==> src/rtl/pump_pkg.sv <==
package pump_pkg;
  // strobes from the sequencing control to the shift datapath
  typedef struct packed {
    logic load;     // parallel load of all stages, slot 0 passes through
    logic shift;    // advance input stages one step toward the file
    logic capture;  // shift the file's read result into the capture register
  } pumpStrobe_t;
endpackage

==> src/rtl/pump_ctrl.sv <==
module pump_ctrl
  import pump_pkg::*;
#(
  parameter int PUMP = 4
) (
  input  logic        clk,
  input  logic        rst_n,
  input  logic        loadIn,
  output pumpStrobe_t strb
);
  localparam int PH_W = $clog2(PUMP);
  localparam logic [PH_W-1:0] LAST = PH_W'(PUMP - 1);

  logic [PH_W-1:0] phase;
  logic            active;

  always_ff @(posedge clk) begin
    if (!rst_n) begin
      phase  <= '0;
      active <= 1'b0;
    end else if (loadIn) begin
      phase  <= PH_W'(1);
      active <= 1'b1;
    end else if (active) begin
      if (phase == LAST) begin
        phase  <= '0;
        active <= 1'b0;
      end else begin
        phase <= phase + PH_W'(1);
      end
    end
  end

  always_comb begin
    strb.load    = loadIn;
    strb.shift   = active;
    // the last slot's result is never stored; it is read live
    strb.capture = loadIn | (active & (phase != LAST));
  end
endmodule

==> src/rtl/pump_piso.sv <==
module pump_piso #(
  parameter int PUMP = 4,
  parameter int W    = 8
) (
  input  logic            clk,
  input  logic            rst_n,
  input  logic            load,
  input  logic            shift,
  input  logic [PUMP*W-1:0] parIn,
  output logic [W-1:0]    serOut
);
  localparam int STAGES = PUMP - 1;

  logic [STAGES*W-1:0]     stg;
  logic [STAGES*W-1:0]     nxt;
  logic [(STAGES+1)*W-1:0] ext;

  // zero word above the top stage feeds the vacated slot
  assign ext = {{W{1'b0}}, stg};

  always_comb begin
    for (int i = 0; i < STAGES; i++) begin
      if (load)
        nxt[i*W +: W] = parIn[(i+1)*W +: W];
      else if (shift)
        nxt[i*W +: W] = ext[(i+1)*W +: W];
      else
        nxt[i*W +: W] = stg[i*W +: W];
    end
  end

  always_ff @(posedge clk) begin
    if (!rst_n) stg <= '0;
    else        stg <= nxt;
  end

  assign serOut = load ? parIn[W-1:0] : stg[W-1:0];
endmodule

==> src/rtl/pump_sipo.sv <==
module pump_sipo #(
  parameter int PUMP = 4,
  parameter int W    = 8
) (
  input  logic                  clk,
  input  logic                  rst_n,
  input  logic                  capture,
  input  logic [W-1:0]          serIn,
  output logic [(PUMP-1)*W-1:0] parOut
);
  localparam int STAGES = PUMP - 1;

  logic [STAGES*W-1:0]     q;
  logic [(STAGES+1)*W-1:0] ext;

  assign ext = {serIn, q};

  always_ff @(posedge clk) begin
    if (!rst_n)       q <= '0;
    else if (capture) q <= ext[(STAGES+1)*W-1:W];
  end

  assign parOut = q;
endmodule

==> src/rtl/pump_datapath.sv <==
module pump_datapath
  import pump_pkg::*;
#(
  parameter int PUMP   = 4,
  parameter int ADDR_W = 6,
  parameter int DATA_W = 16
) (
  input  logic                   clk,
  input  logic                   rst_n,
  input  pumpStrobe_t            strb,
  input  logic [PUMP*ADDR_W-1:0] agentRdAddr,
  input  logic [PUMP*ADDR_W-1:0] agentWrAddr,
  input  logic [PUMP*DATA_W-1:0] agentWrData,
  input  logic [PUMP-1:0]        agentWrEn,
  output logic [PUMP*DATA_W-1:0] agentRdData,
  output logic [ADDR_W-1:0]      fileRdAddr,
  output logic [ADDR_W-1:0]      fileWrAddr,
  output logic [DATA_W-1:0]      fileWrData,
  output logic                   fileWrEn,
  input  logic [DATA_W-1:0]      fileRdData
);
  logic [(PUMP-1)*DATA_W-1:0] heldRd;

  pump_piso #(.PUMP(PUMP), .W(ADDR_W)) u_rdAddr (
    .clk(clk), .rst_n(rst_n), .load(strb.load), .shift(strb.shift),
    .parIn(agentRdAddr), .serOut(fileRdAddr));

  pump_piso #(.PUMP(PUMP), .W(ADDR_W)) u_wrAddr (
    .clk(clk), .rst_n(rst_n), .load(strb.load), .shift(strb.shift),
    .parIn(agentWrAddr), .serOut(fileWrAddr));

  pump_piso #(.PUMP(PUMP), .W(DATA_W)) u_wrData (
    .clk(clk), .rst_n(rst_n), .load(strb.load), .shift(strb.shift),
    .parIn(agentWrData), .serOut(fileWrData));

  pump_piso #(.PUMP(PUMP), .W(1)) u_wrEn (
    .clk(clk), .rst_n(rst_n), .load(strb.load), .shift(strb.shift),
    .parIn(agentWrEn), .serOut(fileWrEn));

  pump_sipo #(.PUMP(PUMP), .W(DATA_W)) u_rdCap (
    .clk(clk), .rst_n(rst_n), .capture(strb.capture),
    .serIn(fileRdData), .parOut(heldRd));

  assign agentRdData = {fileRdData, heldRd};
endmodule

==> src/rtl/pump_port_adapter.sv <==
module pump_port_adapter
  import pump_pkg::*;
#(
  parameter int PUMP   = 4,
  parameter int ADDR_W = 6,
  parameter int DATA_W = 16
) (
  input  logic                   clk,
  input  logic                   rst_n,
  input  logic                   loadIn,
  input  logic [PUMP*ADDR_W-1:0] agentRdAddr,
  input  logic [PUMP*ADDR_W-1:0] agentWrAddr,
  input  logic [PUMP*DATA_W-1:0] agentWrData,
  input  logic [PUMP-1:0]        agentWrEn,
  output logic [PUMP*DATA_W-1:0] agentRdData,
  output logic [ADDR_W-1:0]      fileRdAddr,
  output logic [ADDR_W-1:0]      fileWrAddr,
  output logic [DATA_W-1:0]      fileWrData,
  output logic                   fileWrEn,
  input  logic [DATA_W-1:0]      fileRdData
);
  if (PUMP == 1) begin : g_bypass
    assign fileRdAddr  = agentRdAddr;
    assign fileWrAddr  = agentWrAddr;
    assign fileWrData  = agentWrData;
    assign fileWrEn    = agentWrEn[0];
    assign agentRdData = fileRdData;
  end else begin : g_pumped
    pumpStrobe_t strb;

    pump_ctrl #(.PUMP(PUMP)) u_ctrl (
      .clk(clk), .rst_n(rst_n), .loadIn(loadIn), .strb(strb));

    pump_datapath #(.PUMP(PUMP), .ADDR_W(ADDR_W), .DATA_W(DATA_W)) u_dp (
      .clk(clk), .rst_n(rst_n), .strb(strb),
      .agentRdAddr(agentRdAddr), .agentWrAddr(agentWrAddr),
      .agentWrData(agentWrData), .agentWrEn(agentWrEn),
      .agentRdData(agentRdData),
      .fileRdAddr(fileRdAddr), .fileWrAddr(fileWrAddr),
      .fileWrData(fileWrData), .fileWrEn(fileWrEn),
      .fileRdData(fileRdData));
  end
endmodule

==> config.mk <==
export PLATFORM = sky130hd
export DESIGN_NAME = pump_port_adapter
export DESIGN_NICKNAME = d
export VERILOG_FILES = /design/src/rtl/pump_pkg.sv /design/src/rtl/pump_ctrl.sv /design/src/rtl/pump_piso.sv /design/src/rtl/pump_sipo.sv /design/src/rtl/pump_datapath.sv /design/src/rtl/pump_port_adapter.sv
export SDC_FILE = /design/constraint.sdc
export NUM_CORES = 1
export LEC_CHECK = 0
export BUFFER_PORTS_ARGS = -buffer_cell sky130_fd_sc_hd__buf_4
export CORE_MARGIN = 5
export CORE_UTILIZATION = 53
export CTS_CLUSTER_DIAMETER = 150
export CTS_CLUSTER_SIZE = 30
export DETAILED_ROUTE_END_ITERATION = 6
export PLACE_DENSITY = 0.89
export SLEW_MARGIN = 20
export SYNTH_ARGS = -nofsm -noshare
export SYNTH_HDL_FRONTEND = slang
export SYNTH_SLANG_ARGS = --single-unit
==> constraint.sdc <==
create_clock -name clk -period 2.78 [get_ports clk]
set_clock_uncertainty 0.2 [all_clocks]
set_input_delay 0.556 -clock clk [delete_from_list [all_inputs] [get_ports clk]]
set_output_delay 0.556 -clock clk [all_outputs]
set_load 0.005 [all_outputs]
## Word-level counts from Yosys, hierarchy flattened

Cells that the tools add are included.

- Bitwise operators: 3
- Equality and inequality tests: 2
- Muxes and demuxes: 33
- $add $sub $neg: 1
- Reduce and logical (&&, ||, !) cells: 2

Operators by type and width:

| cell | count |
|---|---|
| 16-bit 2-to-1 mux | 7 |
| 6-bit 2-to-1 mux | 13 |
| 1-bit 2-to-1 mux | 12 |
| 2-bit by 1-bit adder with 2-bit output (second input constant) | 1 |
| 2-bit equality test (second input constant) | 1 |
| 2-bit 2-to-1 mux | 1 |
| 2-bit != test (second input constant) | 1 |
| 2-bit nonzero test | 1 |
| 2-bit OR reduction | 1 |
| 1-bit bitwise AND | 1 |
| 1-bit NOT | 1 |
| 1-bit OR | 1 |

- Output and inout bits: 93
- Bits in registers: 138

## Logic depth before layout (Yosys ltp)

Gate-level depths: netlist (run 1).

- Word-level depth: 4
- Gate-level depth with buffers: 6

## Modules after synthesis

From an unflattened synthesis (run 1), not the netlist that was laid out.

- Cell total of the unflattened synthesis: 600
- Area, all modules: 6651.4 um^2

By module, submodules not included:

| module | times used | area an instance (um^2) | sequential area each (um^2) | cells an instance |
|---|---|---|---|---|
| pump_piso at g_pumped.u_dp.u_wrData | 1 | 2454.9 | 960.9 | 230 |
| pump_piso at g_pumped.u_dp.u_rdAddr ... | 2 | 965.9 | 360.3 | 86 |
| pump_sipo | 1 | 1845.5 | 960.9 | 155 |
| pump_ctrl | 1 | 150.1 | 60.1 | 14 |
| pump_piso at g_pumped.u_dp.u_wrEn | 1 | 148.9 | 60.1 | 13 |
| pump_datapath | 1 | 120.1 | 0.0 | 16 |

## Least setup slack after synthesis (run 1)

No wires, ideal clock.

- Path type: input to output
- Start: input port loadIn
- End: output port fileRdAddr[0]
- Slack: 0.611 ns
- Data required time: 2.024 ns
- Stages: 4
- Arrival: 1.413 ns
- Path buffers: 3
- Cells stage by stage: buf_2 -> buf_4 -> buf_4 -> mux2_2

- Cells in the longest elaborated chain, start to end: 1

RTL lines:

| item | RTL line | source |
|---|---|---|
| start: declaration | pump_port_adapter.sv:10 | `input logic loadIn,` |
| 6-bit 2-to-1 mux | pump_piso.sv:37 | `assign serOut = load ? parIn[W-1:0] : stg[W-1:0];` |
| end: declaration | pump_port_adapter.sv:16 | `output logic [ADDR_W-1:0] fileRdAddr,` |

No other way between the ends.

## Final worst setup path (run 1)

- Start: input port loadIn
- End: output port fileWrData[8]

- Cells in the longest elaborated chain, start to end: 1

RTL lines:

| item | RTL line | source |
|---|---|---|
| 16-bit 2-to-1 mux | pump_piso.sv:37 |  |
| end: declaration | pump_port_adapter.sv:18 | `output logic [DATA_W-1:0] fileWrData,` |

No other way between the ends.

==> results.md, run 1 <==
* Path depth of the worst reg2reg path at 4
* N_diodes at 0
* Area growth syn-to-layout at 37.4%
* Post-synth EDFFs at 0
* Area leader, netlist: dfxtp_1
* Post-synth net total at 755
* Internal at 4.02 mW
* DR pass1 iterations at 4
* CP Launch Type: primary input
* Mean Syn Cell Area at 9.69 um2
* Fill cells at 782
* Gate power share at 13.6%
* First-pass GRT wire length at 24700 um
* Die width at 116 um
* Hold Vio Cnt, Final at 0
* RSZ-0062 raised after global routing: false
* Power Density at 636 nW/um2
* Pins Over Slew Limit at 0
* Gpl congestion at 0.798
* Crit. Startpoint: loadIn
* Rel. slew slack at 60.5%
* Core area at 11000 um2
* Final ANT Viol Nets at 0
* Final Cell Area at 8240 um2
* All-Layer GR Usage at 23.0%
* Worst Path Required at 2.02 ns
* # port buffers at 227
* WS Path Type: primary input to primary output
* Vias/cell at 5.33
* Total vias in the final route at 5114
* TritonCTS buffer count at 17
* Bufs and invs on worst path at 2
* Sequential power share at 41.7%
* CTS tree: yes
* Root Driver: clkbuf_16
* CP Data Arrival Time at 1.60 ns
* GRT overflow at 0
* Achievable Freq at 425 MHz
* Tightest Hold Check Type: primary input to flip-flop
* Initial antenna violation count at 0
* CP max stage delay at 0.44 ns
* PostCTS Resize Cnt at 0
* Sw frac at 23.4%
* Cell variety after synth at 20
* Syn. warnings at 0
* WL/cell at 16.6 um
* Switching power at 1.23 mW
* Hold depth at 3
* Total wire length at 16000 um
* Final TNS setup at 0 ns
* Dpl cells at 928
* Post-CTS setup repair buffer count at 0
* Worst R2R End: g_pumped.u_dp.u_wrData.stg[37]
* DR iter-0 viols at 383
* Clk slew on worst S/H paths at 0.06 ns
* CTS sink count at 138
* WHS Endpoint: g_pumped.u_dp.u_wrEn.stg[2]
* Synthesized area at 6000 um2
* LEAKAGE at 3.60 nW
* Final nets at 943
* Crit-path cells: buf_4, mux2_2, buf_4
* DIE AREA at 13500 um2
* Die Span Y at 116 um
* Synth area leaders: dfxtp_1 46%, mux2i_1 18%, a21oi_1 7.3%
* Crit path capture type: primary output
* Run status: complete, no violations
* Max-cap viol count at 0
* Most used cell, CP: buf_4
* Non-filler instance count after layout at 960
* Rows at 38
* Clock buffer depth at 2
* Pin count of the biggest net entering global routing at 69
* Fraction of layout cells with a size suffix above 1 at 37.0%
* Mapped Cells at 619
* Starting Density at 54.6%
* Post-DP HPWL at 11500 um
* H-tree depth at 4
* Register area share after synthesis at 46.1%
* Worst R2R Setup Slack at 1.05 ns
* Hold bufs inserted after CTS at 0
* Vias in the first global route at 5146
* Final Power at 5.24 mW
* Tightest Pin Transition at 0.592 ns
* Area of placed instances at 7610 um2
* Io pins at 228
* Peak supply drop at 458 uV
* Yosys top cell area share at 46.1%
* Clock power share at 44.7%
* Async set-reset flop share out of synthesis at 0%
* Min Clock Period, post-route at 2.35 ns
* Top FF cell, synth: dfxtp_1
* Worst r2r src: g_pumped.u_ctrl.active
* Min-delay src: agentWrEn[3]
* Period utilisation layout at 84.7%
* Worst-path maximum fanout at 49
* Highest-delay cell along the critical path: buf_4
* Setup violations, final at 0
* Worst-skew pair later-pin latency at 0.40 ns
* #FFs+latches synth at 138
* Crit path max-delay family: buffers and inverters
* Post-route DRC violation count at 0
-- cell usage in the layout, fill, tap and decap left out, drive strengths merged --
| master | count |
|---|---|
| clkinvlp | 3 |
| inv | 2 |
| xor2 | 1 |
| nor2b | 30 |
| nor3b | 30 |
| mux2 | 29 |
| bufinv | 4 |
| a21oi | 88 |
| nand2 | 64 |
| ha | 1 |
| clkinv | 8 |
| dfxtp | 138 |
| buf | 239 |
| o21a | 1 |
| o21ai | 58 |
| clkbuf | 17 |
| mux2i | 107 |
-- synth_stat cells, types with 3 or more instances --
cell type    n
clkbuf_1    18
nor2b_1     30
nor3b_1     30
dfxtp_1    138
nand2_1     64
buf_2       21
buf_4       25
mux2_2      29
buf_6        3
o21ai_0     58
mux2i_1    107
a21oi_1     87
-- power by group through the flow --
stage | clock [mW] | sequential, mW | combinational (mW)
4_1_cts | 2.38 | 2.18 | 0.720
5_1_grt | 2.48 | 2.20 | 0.779
2_1_floorplan | 0 | 2.19 | 0.404
6_report | 2.34 | 2.18 | 0.715
3_3_place_gp | 0 | 2.22 | 0.684
3_5_place_dp | 0 | 2.22 | 0.713
-- final cells by class --
type / count / area (um2) / area share, %
multi-input combinational: 409 / 2820 / 34.2
sequential: 138 / 2770 / 33.6
timing repair buffer: 239 / 1840 / 22.4
clock buffer: 17 / 425 / 5.16
clock inverter: 15 / 201 / 2.44
tap: 140 / 175 / 2.13
inverter: 2 / 7.51 / 0.0911
-- flip-flops by register name, summed over array words and instances (netlist names) --
| register | count |
|---|---|
| g_pumped.u_ctrl.active | 1 |
| g_pumped.u_ctrl.phase | 2 |
| g_pumped.u_dp.u_rdAddr.stg | 18 |
| g_pumped.u_dp.u_rdCap.parOut | 48 |
| g_pumped.u_dp.u_wrAddr.stg | 18 |
| g_pumped.u_dp.u_wrData.stg | 48 |
| g_pumped.u_dp.u_wrEn.stg | 3 |
-- per-layer routing --
| layer | share of wire (%) | global-route usage (%) | routed length, um |
|---|---|---|---|
| met1 | 38 | 25.9 | 6070 |
| met3 | 6.9 | 5.91 | 1100 |
| met2 | 53 | 41.9 | 8520 |
| met4 | 1.7 | 8.35 | 275 |
| met5 | 0 | 0 | 0 |
-- tightest hold or removal path: stages --
cell	delay (ns)
buf_4	0.08
a21oi_1	0.05
nor2b_1	0.09
-- how the worst max path moves through the flow --
stage	endpoint	slack [ns]	depth (start not counted)
detailed placement	fileWrData[7]	0.42	3
global placement	fileWrEn	0.45	3
global route	fileWrData[10]	0.37	3
floorplan	fileRdAddr[0]	0.61	4
finish	fileWrData[8]	0.43	3
CTS	fileWrData[1]	0.41	3
-- metrics by stage --
| step | hold WS, ns | setup WS (ns) | utilization, % |
|---|---|---|---|
| floorplan | 0.255 | 0.611 | - |
| global placement | 0.246 | 0.452 | 69.3 |
| detailed placement | 0.254 | 0.417 | 69.3 |
| CTS | 0.197 | 0.411 | 75.0 |
| global route | 0.202 | 0.368 | 75.0 |
| finish | 0.209 | 0.426 | 75.0 |
-- logic make-up after synthesis --
kind of cell               share of synthesized area, %
muxes                                              23.3
DFF                                                46.1
buffers and inverters                              6.90
adders and majority gates                         0.209
and+or+nand+nor                                    10.9
xor gates and xnor gates                          0.146
AOI/OAI and AO/OA                                  12.5
Note: power is estimated with default switching activity, not from simulation.
==> inputs of run 2 (changes only) <==
--- a/config.mk
+++ b/config.mk
@@ -7,11 +7,11 @@
 export LEC_CHECK = 0
 export BUFFER_PORTS_ARGS = -buffer_cell sky130_fd_sc_hd__buf_4
 export CORE_MARGIN = 5
-export CORE_UTILIZATION = 53
+export CORE_UTILIZATION = 49
 export CTS_CLUSTER_DIAMETER = 150
 export CTS_CLUSTER_SIZE = 30
 export DETAILED_ROUTE_END_ITERATION = 6
-export PLACE_DENSITY = 0.89
+export PLACE_DENSITY = 0.84
 export SLEW_MARGIN = 20
 export SYNTH_ARGS = -nofsm -noshare
 export SYNTH_HDL_FRONTEND = slang
==> constraint.sdc (replaced) <==
create_clock -name clk -period 2.3 [get_ports clk]
set_clock_uncertainty 0.2 [all_clocks]
set_input_delay 0.46 -clock clk [delete_from_list [all_inputs] [get_ports clk]]
set_output_delay 0.46 -clock clk [all_outputs]
set_load 0.005 [all_outputs]
==> run 2 against run 1 <==
Net effect: utilization shrank 6.0 points; critical path depth grew 1; clock-buffer cell count grew 7; wire length shrank 2.5%; setup slack lost 0.20 ns; power grew 21%; combinational power grew 22%; largest cell class unchanged; highest routed layer unchanged.
==> results.md, run 2 (synthesized netlist as in run 1, its figures left out) <==
* Run status: complete, no violations (unchanged)
* Max-cap viol count at 0 (unchanged)
* Area of the multi-input gates at 2820 um2 (unchanged)
* Starting Density at 49.9% (was 54.6%)
* Initial antenna violation count at 0 (unchanged)
* DIE AREA at 14600 um2 (was 13500 um2)
* Hold bufs inserted after CTS at 0 (unchanged)
* Crit path max-delay family: buffers and inverters (unchanged)
* Final nets at 943 (unchanged)
* DR iter-0 viols at 333 (was 383)
* Period utilisation layout at 90.1%
* Rows at 40 (was 38)
* Min Clock Period, post-route at 2.07 ns
* Power Density at 762 nW/um2 (was 636 nW/um2)
* H-tree depth at 4 (unchanged)
* Tightest Hold Check Type: primary input to flip-flop (unchanged)
* PostCTS Resize Cnt at 0 (unchanged)
* GRT overflow at 0 (unchanged)
* Fin util at 69.0% (was 75.0%)
* Fraction of layout cells with a size suffix above 1 at 36.6% (was 37.0%)
* Post-DP HPWL at 11100 um (was 11500 um)
* Io pins at 228 (unchanged)
* Clk slew on worst S/H paths at 0.06 ns (about the same)
* First-pass GRT wire length at 24900 um (was 24700 um)
* Final TNS setup at 0 ns (unchanged)
* CP max stage delay at 0.35 ns (was 0.44 ns)
* WL/cell at 16.1 um (was 16.6 um)
* DR pass1 iterations at 4 (unchanged)
* CP Launch Type: primary input (unchanged)
* LEAKAGE at 3.62 nW (was 3.60 nW)
* Setup violations, final at 0 (unchanged)
* Tightest Pin Transition at 0.443 ns (was 0.592 ns)
* Switching power at 1.43 mW (was 1.23 mW)
* Sequential power share at 41.6% (was 41.7%)
* Clock power share at 44.5% (was 44.7%)
* CTS sink count at 138 (unchanged)
* Bufs and invs on worst path at 3 (was 2)
* Post-CTS setup repair buffer count at 0 (unchanged)
* Root Driver: clkbuf_16 (unchanged)
* Highest-delay cell along the critical path: mux2_2 (was buf_4)
* Most frequent cells in the layout: 231 x buf_4, 137 x dfxtp_1, 107 x mux2i_1, 87 x a21oi_1, 64 x nand2_1 (was 235 x buf_4, 137 x dfxtp_1, 107 x mux2i_1, 87 x a21oi_1, 64 x nand2_1)
* Achievable Freq at 482 MHz
* Die Span Y at 121 um (was 116 um)
* Area growth syn-to-layout at 38.2% (was 37.4%)
* Rel. slew slack at 70.5% (was 60.5%)
* Vias in the first global route at 5215 (was 5146)
* Sw frac at 22.7% (was 23.4%)
* Peak supply drop at 551 uV (was 458 uV)
* Commonest non-fill, non-tap cell in the layout: buf_4 (unchanged)
* Total wire length at 15600 um (was 16000 um)
* Fill cells at 904 (was 782)
* TritonCTS buffer count at 17 (unchanged)
* CTS tree: yes (unchanged)
* Crit-path cells: buf_4, buf_12, mux2_2, buf_4 (was buf_4, mux2_2, buf_4)
* Vias/cell at 5.29 (was 5.33)
* All-Layer GR Usage at 21.1% (was 23.0%)
* Most used cell, CP: buf_4 (unchanged)
* Internal at 4.89 mW (was 4.02 mW)
* Worst-skew pair later-pin latency at 0.41 ns (was 0.40 ns)
* Hold Vio Cnt, Final at 0 (unchanged)
* Worst-path maximum fanout at 23 (was 49)
* Pin count of the biggest net entering global routing at 117 (was 69)
* Total vias in the final route at 5112 (was 5114)
* RSZ-0062 raised after global routing: false (unchanged)
* CP Data Arrival Time at 1.41 ns (was 1.60 ns)
* Worst Path Required at 1.64 ns (was 2.02 ns)
* Pins Over Slew Limit at 0 (unchanged)
* Post-route DRC violation count at 0 (unchanged)
* N_diodes at 0 (unchanged)
* Gpl congestion at 0.807 (was 0.798)
* Clock buffer depth at 2 (unchanged)
* Reg area at 2770 um2 (unchanged)
* Die width at 121 um (was 116 um)
* Core area at 12000 um2 (was 11000 um2)
* Crit path capture type: primary output (unchanged)
* Final ANT Viol Nets at 0 (unchanged)
* WS Path Type: primary input to primary output (unchanged)
* # port buffers at 227 (unchanged)
* Gate power share at 13.9% (was 13.6%)
==> run 2: path summary, 6_finish.rpt <==
check / from / to / slack (ns) / depth (start not counted)
worst max register to register: g_pumped.u_ctrl.phase[0] / g_pumped.u_dp.u_rdCap.parOut[21] / 0.70 / 5
worst min register to register: g_pumped.u_dp.u_rdCap.parOut[11] / g_pumped.u_dp.u_rdCap.parOut[11] / 0.26 / 2
worst min-delay path: agentRdAddr[22] / g_pumped.u_dp.u_rdAddr.stg[16] / 0.11 / 3
worst max-delay path: loadIn / fileWrData[15] / 0.23 / 4
==> run 2: worst register-to-register path: stages, from the launching register on <==
cell and delay, ns:
dfxtp_1 0.35, ha_1 0.15, inv_1 0.06, a21oi_4 0.16, buf_12 0.31, mux2i_1 0.29
==> run 2: power by group through the flow <==
stage	Sequential [mW]	Clock [mW]	Combinational, mW
after global routing	2.65	2.96	0.957
after global placement	2.67	0	0.848
final	2.63	2.81	0.875
after CTS	2.63	2.86	0.882
after floorplan	2.65	0	0.488
after detailed placement	2.68	0	0.878
==> run 2: metal layers <==
metal / GRT usage (%) / part of all wire, % / vias to the layer above
met5: 0 / 0 / -
met4: 8.00 / 1.9 / 0
met3: 6.41 / 6.5 / 23
met2: 37.0 / 52 / 154
met1: 24.0 / 40 / 2407
li1: - / - / 2528
==> run 2: final cells by class <==
cell class	instances	area share [%]
Clock buffer	24	6.05
Clock inverter	7	1.36
Inverter	2	0.0906
Multi-Input combinational cell	409	34.0
Sequential cell	138	33.4
Tap cell	147	2.22
Timing Repair Buffer	239	22.9
==> run 2: metrics by stage <==
stage	setup WS, ns	std cells	instance area, um2	hold slack, ns	total power [mW]
2_1_floorplan	0.323	619	6000	0.255	3.14
3_3_place_gp	0.251	935	7670	0.246	3.52
3_5_place_dp	0.226	935	7670	0.259	3.56
4_1_cts	0.224	966	8290	0.0902	6.37
5_1_grt	0.192	966	8290	0.0983	6.56
6_report	0.227	966	8290	0.106	6.32
